--- src/rtl/adcf_pkg.sv ---
package adcf_pkg;
  typedef enum logic [1:0] {
    ST_PDN   = 2'd0,
    ST_SHIFT = 2'd1,
    ST_CONV  = 2'd2
  } adcf_state_e;
endpackage

--- src/rtl/adcf_edge_sync.sv ---
module adcf_edge_sync #(
  parameter int unsigned STAGES    = 2,
  parameter logic        RESET_VAL = 1'b1
) (
  input  logic clk_i,
  input  logic rst_ni,
  input  logic d_i,
  output logic lvl_o,
  output logic rise_o,
  output logic fall_o
);
  logic [STAGES-1:0] sync_q;
  logic              prev_q;

  always_ff @(posedge clk_i or negedge rst_ni) begin
    if (!rst_ni) begin
      sync_q <= {STAGES{RESET_VAL}};
      prev_q <= RESET_VAL;
    end else begin
      sync_q[0] <= d_i;
      for (int i = 1; i < STAGES; i++) sync_q[i] <= sync_q[i-1];
      prev_q <= sync_q[STAGES-1];
    end
  end

  assign lvl_o  = sync_q[STAGES-1];
  assign rise_o = sync_q[STAGES-1] & ~prev_q;
  assign fall_o = ~sync_q[STAGES-1] & prev_q;
endmodule

--- src/rtl/adcf_sequencer.sv ---
module adcf_sequencer
  import adcf_pkg::*;
#(
  parameter int unsigned RES_W         = 12,
  parameter int unsigned FRAME_BITS    = 16,
  parameter int unsigned SAMPLE_CLKS   = 12,
  parameter int unsigned CONV_CLKS     = 14,
  parameter int unsigned SCLK_PER_CONV = 2,
  localparam int unsigned FALL_W       = $clog2(FRAME_BITS + 1),
  localparam int unsigned CONV_SCLKS   = CONV_CLKS * SCLK_PER_CONV,
  localparam int unsigned CONV_W       = $clog2(CONV_SCLKS + 1),
  localparam int unsigned SAMPLE_START = FRAME_BITS - SAMPLE_CLKS
) (
  input  logic              clk_i,
  input  logic              rst_ni,
  input  logic              sclk_fall_i,
  input  logic              cs_lvl_i,
  input  logic              cs_fall_i,
  input  logic              cs_rise_i,
  input  logic              fs_fall_i,
  input  logic              fs_rise_i,
  input  logic [RES_W-1:0]  core_result_i,
  output logic              start_o,
  output logic              abort_o,
  output logic [FALL_W-1:0] fall_cnt_o,
  output logic [RES_W-1:0]  result_o,
  output logic              sample_en_o,
  output logic              convert_en_o,
  output logic              pwrdn_o,
  output logic              frame_invalid_o
);
  adcf_state_e       state_q;
  logic [FALL_W-1:0] fall_cnt_q;
  logic [CONV_W-1:0] conv_cnt_q;
  logic [RES_W-1:0]  result_q;
  logic              abort_pend_q;
  logic              invalid_q;

  // cs fall always starts; fs fall only when the chip is already selected
  assign start_o = (state_q == ST_PDN) & (cs_fall_i | (fs_fall_i & ~cs_lvl_i));
  assign abort_o = (state_q != ST_PDN) & (cs_rise_i | fs_rise_i);

  always_ff @(posedge clk_i or negedge rst_ni) begin
    if (!rst_ni) begin
      state_q      <= ST_PDN;
      fall_cnt_q   <= '0;
      conv_cnt_q   <= '0;
      result_q     <= '0;
      abort_pend_q <= 1'b0;
      invalid_q    <= 1'b0;
    end else if (start_o) begin
      state_q      <= ST_SHIFT;
      fall_cnt_q   <= '0;
      conv_cnt_q   <= '0;
      invalid_q    <= abort_pend_q;
      abort_pend_q <= 1'b0;
    end else if (abort_o) begin
      state_q      <= ST_PDN;
      abort_pend_q <= 1'b1;
    end else if (sclk_fall_i) begin
      unique case (state_q)
        ST_SHIFT: begin
          fall_cnt_q <= fall_cnt_q + 1'b1;
          if (fall_cnt_q == FALL_W'(FRAME_BITS - 1)) begin
            state_q    <= ST_CONV;
            conv_cnt_q <= '0;
          end
        end
        ST_CONV: begin
          conv_cnt_q <= conv_cnt_q + 1'b1;
          if (conv_cnt_q == CONV_W'(CONV_SCLKS - 1)) begin
            state_q  <= ST_PDN;
            result_q <= core_result_i;
          end
        end
        default: ;
      endcase
    end
  end

  assign fall_cnt_o      = fall_cnt_q;
  assign result_o        = result_q;
  assign sample_en_o     = (state_q == ST_SHIFT) && (fall_cnt_q >= FALL_W'(SAMPLE_START));
  assign convert_en_o    = (state_q == ST_CONV);
  assign pwrdn_o         = (state_q == ST_PDN);
  assign frame_invalid_o = invalid_q;

  AST_SAMPLE_ON_FALL: assert property (@(posedge clk_i) disable iff (!rst_ni)
    $rose(sample_en_o) |-> $past(sclk_fall_i));
  AST_CONV_AFTER_SAMPLE: assert property (@(posedge clk_i) disable iff (!rst_ni)
    $rose(convert_en_o) |-> $past(sample_en_o));
  AST_RESULT_ONLY_AT_EOC: assert property (@(posedge clk_i) disable iff (!rst_ni)
    !$stable(result_q) |-> $past(convert_en_o) && pwrdn_o);
  AST_ABORT_TO_PDN: assert property (@(posedge clk_i) disable iff (!rst_ni)
    abort_o |=> pwrdn_o && !convert_en_o && !sample_en_o);
  AST_INVALID_AT_START: assert property (@(posedge clk_i) disable iff (!rst_ni)
    !$stable(frame_invalid_o) |-> $past(start_o));
  AST_WAKE_ON_STROBE: assert property (@(posedge clk_i) disable iff (!rst_ni)
    $fell(pwrdn_o) |-> $past(cs_fall_i || fs_fall_i));
endmodule

--- src/rtl/adcf_shifter.sv ---
module adcf_shifter #(
  parameter int unsigned RES_W      = 12,
  parameter int unsigned FRAME_BITS = 16,
  localparam int unsigned FALL_W    = $clog2(FRAME_BITS + 1),
  localparam int unsigned PAD_W     = FRAME_BITS - RES_W
) (
  input  logic              clk_i,
  input  logic              rst_ni,
  input  logic              start_i,
  input  logic              abort_i,
  input  logic              sclk_rise_i,
  input  logic [FALL_W-1:0] fall_cnt_i,
  input  logic [RES_W-1:0]  result_i,
  output logic              sdo_o,
  output logic              oe_o
);
  logic [FRAME_BITS-1:0] sreg_q;
  logic                  oe_q;

  always_ff @(posedge clk_i or negedge rst_ni) begin
    if (!rst_ni) begin
      sreg_q <= '0;
      oe_q   <= 1'b0;
    end else if (start_i) begin
      sreg_q <= {result_i, {PAD_W{1'b0}}};
      oe_q   <= 1'b1;
    end else if (abort_i) begin
      oe_q <= 1'b0;
    end else if (sclk_rise_i && oe_q) begin
      // release on the rise after the last fall; MSB holds until the first fall
      if (fall_cnt_i == FALL_W'(FRAME_BITS)) oe_q <= 1'b0;
      else if (fall_cnt_i != '0) sreg_q <= {sreg_q[FRAME_BITS-2:0], 1'b0};
    end
  end

  assign sdo_o = oe_q & sreg_q[FRAME_BITS-1];
  assign oe_o  = oe_q;

  AST_OE_ON_START: assert property (@(posedge clk_i) disable iff (!rst_ni)
    $rose(oe_q) |-> $past(start_i));
  AST_SDO_HOLD: assert property (@(posedge clk_i) disable iff (!rst_ni)
    (oe_q && $past(oe_q) && !$past(sclk_rise_i) && !$past(start_i)) |-> $stable(sdo_o));
  AST_OE_RELEASE: assert property (@(posedge clk_i) disable iff (!rst_ni)
    $fell(oe_q) |-> $past(sclk_rise_i || abort_i));
endmodule

--- src/rtl/adcf_frame_ctrl.sv ---
module adcf_frame_ctrl #(
  parameter int unsigned RES_W         = 12,
  parameter int unsigned FRAME_BITS    = 16,
  parameter int unsigned SAMPLE_CLKS   = 12,
  parameter int unsigned CONV_CLKS     = 14,
  parameter int unsigned SCLK_PER_CONV = 2,
  parameter int unsigned SYNC_STAGES   = 2
) (
  input  logic             clk_i,
  input  logic             rst_ni,
  input  logic             sclk_i,
  input  logic             cs_ni,
  input  logic             fs_ni,
  input  logic [RES_W-1:0] core_result_i,
  output logic             sdo_o,
  output logic             sdo_oe_o,
  output logic             sample_en_o,
  output logic             convert_en_o,
  output logic             pwrdn_o,
  output logic             frame_invalid_o
);
  localparam int unsigned FALL_W = $clog2(FRAME_BITS + 1);
  localparam int unsigned N_IN   = 3;
  localparam int unsigned IX_SCLK = 0;
  localparam int unsigned IX_CS   = 1;
  localparam int unsigned IX_FS   = 2;
  localparam logic [N_IN-1:0] IDLE_LVL = 3'b110;

  logic [N_IN-1:0] raw_in, lvl, rise, fall;
  assign raw_in = {fs_ni, cs_ni, sclk_i};

  for (genvar g = 0; g < N_IN; g++) begin : g_sync
    adcf_edge_sync #(
      .STAGES   (SYNC_STAGES),
      .RESET_VAL(IDLE_LVL[g])
    ) u_sync (
      .clk_i (clk_i),
      .rst_ni(rst_ni),
      .d_i   (raw_in[g]),
      .lvl_o (lvl[g]),
      .rise_o(rise[g]),
      .fall_o(fall[g])
    );
  end

  logic unused_edges;
  assign unused_edges = ^{lvl[IX_SCLK], lvl[IX_FS]};

  logic              start, abort;
  logic [FALL_W-1:0] fall_cnt;
  logic [RES_W-1:0]  result;

  adcf_sequencer #(
    .RES_W        (RES_W),
    .FRAME_BITS   (FRAME_BITS),
    .SAMPLE_CLKS  (SAMPLE_CLKS),
    .CONV_CLKS    (CONV_CLKS),
    .SCLK_PER_CONV(SCLK_PER_CONV)
  ) u_seq (
    .clk_i          (clk_i),
    .rst_ni         (rst_ni),
    .sclk_fall_i    (fall[IX_SCLK]),
    .cs_lvl_i       (lvl[IX_CS]),
    .cs_fall_i      (fall[IX_CS]),
    .cs_rise_i      (rise[IX_CS]),
    .fs_fall_i      (fall[IX_FS]),
    .fs_rise_i      (rise[IX_FS]),
    .core_result_i  (core_result_i),
    .start_o        (start),
    .abort_o        (abort),
    .fall_cnt_o     (fall_cnt),
    .result_o       (result),
    .sample_en_o    (sample_en_o),
    .convert_en_o   (convert_en_o),
    .pwrdn_o        (pwrdn_o),
    .frame_invalid_o(frame_invalid_o)
  );

  adcf_shifter #(
    .RES_W     (RES_W),
    .FRAME_BITS(FRAME_BITS)
  ) u_shift (
    .clk_i      (clk_i),
    .rst_ni     (rst_ni),
    .start_i    (start),
    .abort_i    (abort),
    .sclk_rise_i(rise[IX_SCLK]),
    .fall_cnt_i (fall_cnt),
    .result_i   (result),
    .sdo_o      (sdo_o),
    .oe_o       (sdo_oe_o)
  );

  AST_PDN_QUIET: assert property (@(posedge clk_i) disable iff (!rst_ni)
    pwrdn_o |-> !sample_en_o && !convert_en_o);
  AST_NO_DRIVE_WHILE_CONV_END: assert property (@(posedge clk_i) disable iff (!rst_ni)
    $rose(pwrdn_o) |-> !sdo_oe_o);
endmodule

--- config.mk ---
export PLATFORM = sky130hd
export DESIGN_NAME = adcf_frame_ctrl
export DESIGN_NICKNAME = d
export VERILOG_FILES = /design/src/rtl/adcf_pkg.sv /design/src/rtl/adcf_edge_sync.sv /design/src/rtl/adcf_sequencer.sv /design/src/rtl/adcf_shifter.sv /design/src/rtl/adcf_frame_ctrl.sv
export SDC_FILE = /design/constraint.sdc
export NUM_CORES = 1
export LEC_CHECK = 0
export ABC_AREA = 1
export BUFFER_PORTS_ARGS = -buffer_cell sky130_fd_sc_hd__buf_2
export CORE_MARGIN = 10
export CORE_UTILIZATION = 45
export CTS_BUF_LIST = sky130_fd_sc_hd__clkbuf_4 sky130_fd_sc_hd__clkbuf_8 sky130_fd_sc_hd__clkbuf_16
export DETAILED_ROUTE_END_ITERATION = 8
export PLACE_DENSITY = 0.68
export SYNTH_ARGS = -nofsm -noshare
export SYNTH_HDL_FRONTEND = slang
export SYNTH_SLANG_ARGS = --single-unit
--- constraint.sdc ---
create_clock -name clk_i -period 4.1 [get_ports clk_i]
set_input_delay 0.205 -clock clk_i [delete_from_list [all_inputs] [get_ports clk_i]]
set_output_delay 0.205 -clock clk_i [all_outputs]
set_load 0.01 [all_outputs]
# After elaboration in Yosys (flattened, before gate mapping)
# Cells that the tools add are included.
# W data, S select, Z words.
# op_classes
add_sub_neg	2
multipliers	0
div	0
magnitude_cmp	1
n_eq_ne	10
shifts	0
n_mux	26
bitwise	20
n_reduce_logical	21
# op_table
op	count
$mux W16	5
$mux W5	8
$reduce_and A4 Y1	3
$reduce_bool A2 Y1	6
$reduce_bool A3 Y1	4
$add A5 B1 Y5 const B	2
$and A1 B1 Y1	10
$eq A5 B5 Y1 const B	2
$mux W2	5
$pmux W5 S2	1
$not A1 Y1	8
$mux W1	6
$eq A5 B4 Y1 const B	1
$ge A5 B3 Y1 const B	1
$reduce_and A5 Y1	1
$reduce_bool A5 Y1	1
$ne A2 B2 Y1 const B	2
$ne A4 B1 Y1 const B	1
$ne A4 B3 Y1 const B	1
$pmux W2 S2	1
$reduce_bool A4 Y1	1
$ne A3 B2 Y1 const B	1
$reduce_and A3 Y1	1
$eq A2 B1 Y1 const B	1
other kinds (5)	7
# word_totals
ff_bits	52
latchBits	0
ramBits	0
mem_bits_ro	0
inputBits	17
out_inout_bits	6
word_cells	94
mem_count	0

# Depth between registers and ports, before layout
# logic_depth
word_depth	7
depth_mapped	11
ltp_nobuf	10

# By module
# From an unflattened synthesis, not the netlist that was laid out.
# hier_totals
hier_cells	288
area_unflattened_um2	2384.8
# by_module_without_submodules
module	n_inst	cells_each	area_each_um2	seq_area_each_um2
adcf_sequencer	1	165	1407.6	650.6
adcf_shifter	1	102	699.4	325.3
adcf_edge_sync at g_sync[1].u_sync ...	2	7	93.8	78.8
adcf_edge_sync at g_sync[0].u_sync	1	7	90.1	75.1

# Worst setup path after synthesis
# Ideal clock, no wire load.
# synth_timing
path_kind	flip-flop to flip-flop
startpoint	reg u_seq.fall_cnt_q[0], in the netlist u_seq.fall_cnt_o[0]
endpoint	reg u_seq.conv_cnt_q[3]
t_arrival_ns	1.389
required_time_ns	3.983
setup_slack_ns	2.594
path_stages_with_launch	11
path_cell_list	dfrtp_1 > ha_1 > nand2_1 > nor2_1 > ha_1 > nor2_1 > nor2_1 > nand2_1 > nand2_1 > nand2_1 > nand2_1
# synth_between
elab_chain_len	3
# synth_lines
element	line	source
start: declaration	adcf_sequencer.sv:33	logic [FALL_W-1:0] fall_cnt_q;
start signal: assignment	adcf_sequencer.sv:63	fall_cnt_q <= fall_cnt_q + 1'b1;
$eq A5 B4 Y1	adcf_sequencer.sv:64	if (fall_cnt_q == FALL_W'(FRAME_BITS - 1)) begin
$ne A3 B2 Y1 (no line)	--	
$reduce_and A4 Y1 (no line)	--	
end signal: assignment	adcf_sequencer.sv:70	conv_cnt_q <= conv_cnt_q + 1'b1;
end: declaration	adcf_sequencer.sv:34	logic [CONV_W-1:0] conv_cnt_q;
# Every way passes these cells.
# A chain may end at the register's enable or synchronous reset.

# Worst setup path in the final report
# layout_timing
startpoint	reg u_seq.state_q[0]
endpoint	reg u_seq.result_q[1], in the netlist u_seq.result_o[1]
# layout_between
elab_chain_len	4
word_cells_on_any_way	8
cone_classes	1 x eq/ne; 4 x bitwise; 3 x reduce/logical
# layout_lines
element	line	source
start: declaration	adcf_sequencer.sv:32	adcf_state_e state_q;
start signal: assignment	adcf_sequencer.sv:45	state_q <= ST_PDN;
start signal: assignment	adcf_sequencer.sv:52	state_q <= ST_SHIFT;
start signal: assignment	adcf_sequencer.sv:58	state_q <= ST_PDN;
$reduce_bool A2 Y1 / $logic_not A2 Y1 (equally long branches)	adcf_sequencer.sv:41, adcf_sequencer.sv:40	
$and A1 B1 Y1 (on tied branches)	adcf_sequencer.sv:41, adcf_sequencer.sv:40	
$not A1 Y1 (no line)	--	
$reduce_and A5 Y1 (no line) *	--	
end signal: assignment	adcf_sequencer.sv:73	result_q <= core_result_i;
end: declaration	adcf_sequencer.sv:35	logic [RES_W-1:0] result_q;
# Mark *: on every way between the ends. The rest lies on a longest branch, timed or not.

==> flow_summary.json <==
{
  "crit_fanout": 25,
  "synth_compound_area_share_pct": 2.14,
  "dp.cells": 374,
  "skew_ns": 0.00958,
  "die_h_um": 93.0,
  "nFillCells": 511,
  "hold_violations": 0,
  "yosys.area_share.simple_pct": 34.5,
  "pwr-share-seq_pct": 47.2,
  "synth_seq_cells": 48,
  "cts_num_sinks": 48,
  "ys_top_cells_by_area": "dfrtp_1 (44%), nand2_1 (19%), dfstp_2 (6.6%), nand3_1 (6.5%), nand4_1 (4.4%)",
  "pwr-share-comb_pct": 31.4,
  "peakVddDrop_uv": 245,
  "ios": 23,
  "synth.avg_cell_area_um2": 8.14,
  "routed_wl_um": 4760,
  "netlist_area_um2": 2400,
  "power.leakage_nw": 1.38,
  "min_period_ns": 2.55,
  "drc": 0,
  "crit_arrival_ns": 2.80,
  "worst_setup_path_start_kind": "register",
  "drv_slew": 0,
  "clockBufferDepth": 2,
  "cts_setup_buffers": 0,
  "hp-class": "in -> async",
  "root_buffer": "clkbuf_8",
  "tns_ns": 0,
  "dp_hpwl_um": 3390,
  "syn_inst": 295,
  "dieArea_um2": 8660,
  "area_delta_synth_final_pct": 8.65,
  "drtIter0Drc": 93,
  "grt_usage_pct": 11.6,
  "grt_pass1_vias": 1859,
  "final_cells": 385,
  "period_share_pct": 62.3,
  "multi_input_area_um2": 986,
  "first_pass_iters": 5,
  "cts_max_level": 2,
  "placement.io_buffers": 22,
  "crit_path_end_kind": "register",
  "gp_congestion": 0.802,
  "seqCellArea_um2": 1210,
  "p_int_mw": 0.845,
  "finalSetupViolations": 0,
  "criticalPathCategory": "reg -> reg",
  "insertion_delay_ns": 0.31,
  "yosys.area.top_type": "dfrtp_1",
  "power_density_nw_per_um2": 517,
  "synth_top_family_by_area": "simple AND/OR/NAND/NOR gates",
  "grt_pass1_wl_um": 8310,
  "power_mw": 1.35,
  "viasPerCell": 4.89,
  "reg2reg_depth": 9,
  "relSlewSlack_pct": 31.3,
  "worst-slew-pin-transition_ns": 1.03,
  "p_clk_share_pct": 21.4,
  "yosysWarnings": 0,
  "grt_overflow": 0,
  "yosys-mux-area-fraction_pct": 0,
  "cts_buffers": 5,
  "drive_gt1_share_pct": 13.3,
  "num_rows": 26,
  "p_sw_mw": 0.503,
  "antenna_left": 0,
  "synthAdderAreaFrac_pct": 3.65,
  "nets": 338,
  "antenna_found_initial": 0,
  "die_w_um": 93.0,
  "maxCapViolations": 0,
  "cts_tree": "yes",
  "placeableCoreArea_um2": 5140,
  "synth_xor_area_share_pct": 0.730,
  "syn_nets": 319,
  "fmax_ghz": 0.391,
  "n_antenna_cell": 0,
  "vias": 1883,
  "synthDistinctLibCells": 23,
  "initial_core_util_pct": 46.7,
  "worstPathRequired_ns": 4.35,
  "path_clk_slew_ns": 0.09,
  "grt_max_degree": 49,
  "route.detailed.wl_per_inst_um": 12.4,
  "timing.hold.ws_ns": 0.0729,
  "swShare_pct": 37.3,
  "yosysSeqAreaShare_pct": 50.3,
  "rsz0062_at_grt": "no",
  "synth_top_area_share_pct": 43.8,
  "final_util_pct": 50.8,
  "status": "complete, no violations"
}
cells in the mapped netlist, drive strengths merged:
cell   instances
nor3b          1
a21oi          3
dfrtp         42
nor2          15
inv           23
buf           14
ha             7
dfstp          6
xor2           1
nand2        125
o21ai          6
nand3         32
a31oi          1
xnor2          1
nand4         18
placed cells by master (no fill, tap or decap), drive strengths merged, types with 3 or more instances in the layout:
cell type,count
o21ai,6
a21oi,3
ha,7
dfstp,6
nand4,18
nor2,15
nand3,32
inv,23
dlygate4sd3,3
dfrtp,42
nand2,125
clkbuf,6
buf,23
registers in the layout, indices dropped and copies added (netlist names), 2 cells and up:
signal                count
u_seq.state_q             2
u_shift.sreg_q           12
g_sync.u_sync.prev_q      3
u_seq.result_o           12
u_seq.fall_cnt_o          5
u_seq.conv_cnt_q          5
g_sync.u_sync.sync_q      6
per-stage QoR:
| stage | area [µm²] | setup WS, ns |
|---|---|---|
| floorplan | 2400 | 2.59 |
| global placement | 2490 | 1.66 |
| detailed placement | 2490 | 1.56 |
| CTS | 2610 | 1.53 |
| global route | 2610 | 1.27 |
| finish | 2610 | 1.55 |
cells by family (layout without fill, tap and decap cells):
| logic type | Yosys count | in the layout |
|---|---|---|
| compound gates | 10 | 10 |
| xor+xnor | 2 | 2 |
| fa+ha+maj | 7 | 7 |
| buf+inv | 37 | 57 |
| flops | 48 | 48 |
| simple gates | 191 | 191 |
path summary, 6_finish.rpt:
kind                                       startpoint                    endpoint  slack [ns]
max in group asynchronous                      rst_ni          u_shift.sreg_q[11]        3.39
min                                            rst_ni         u_seq.conv_cnt_q[3]        0.07
max                                  u_seq.state_q[0]           u_seq.result_o[1]        1.55
min reg2reg                g_sync[0].u_sync.sync_q[0]  g_sync[0].u_sync.sync_q[1]        0.36
max reg2reg                          u_seq.state_q[0]           u_seq.result_o[1]        1.55
min in group clk_i                   core_result_i[0]           u_seq.result_o[0]        0.14
power groups by stage:
stage	combinational, mW	sequential (mW)	clock (mW)
after floorplan	0.351	0.632	0
after global placement	0.418	0.643	0
after detailed placement	0.428	0.641	0
after CTS	0.431	0.636	0.297
after global routing	0.499	0.652	0.316
final	0.424	0.636	0.289
timing repair:
item,CTS,global route
resized for setup,0,0
hold endpoints to repair,3,0
hold buffers,3,0
per-layer routing:
metal / track usage (%) / vias up / share of wire, %
li1: - / 978 / -
met5: 0 / - / 0
met2: 19.2 / 41 / 47
met3: 3.12 / 6 / 5.3
met1: 14.1 / 858 / 47
met4: 4.63 / 0 / 1.2
final cells by class:
type                            instances  share of cell area [%]
Sequential cell                        48                    46.3
Multi-Input combinational cell        210                    37.8
Timing Repair Buffer                   26                    5.66
Tap cell                               70                    3.36
Inverter                               23                    3.31
Clock buffer                            6                    2.93
Clock inverter                          2                   0.624
critical path, stage by stage, from the launching register on:
cell,delay [ns]
dfrtp_1,0.39
inv_1,0.11
ha_1,0.19
inv_1,0.08
nor2_2,0.34
nand2_1,0.57
buf_4,0.43
nand3_2,0.22
nand2_1,0.09
nand2_1,0.07
Note: power is estimated with default switching activity, not from simulation.
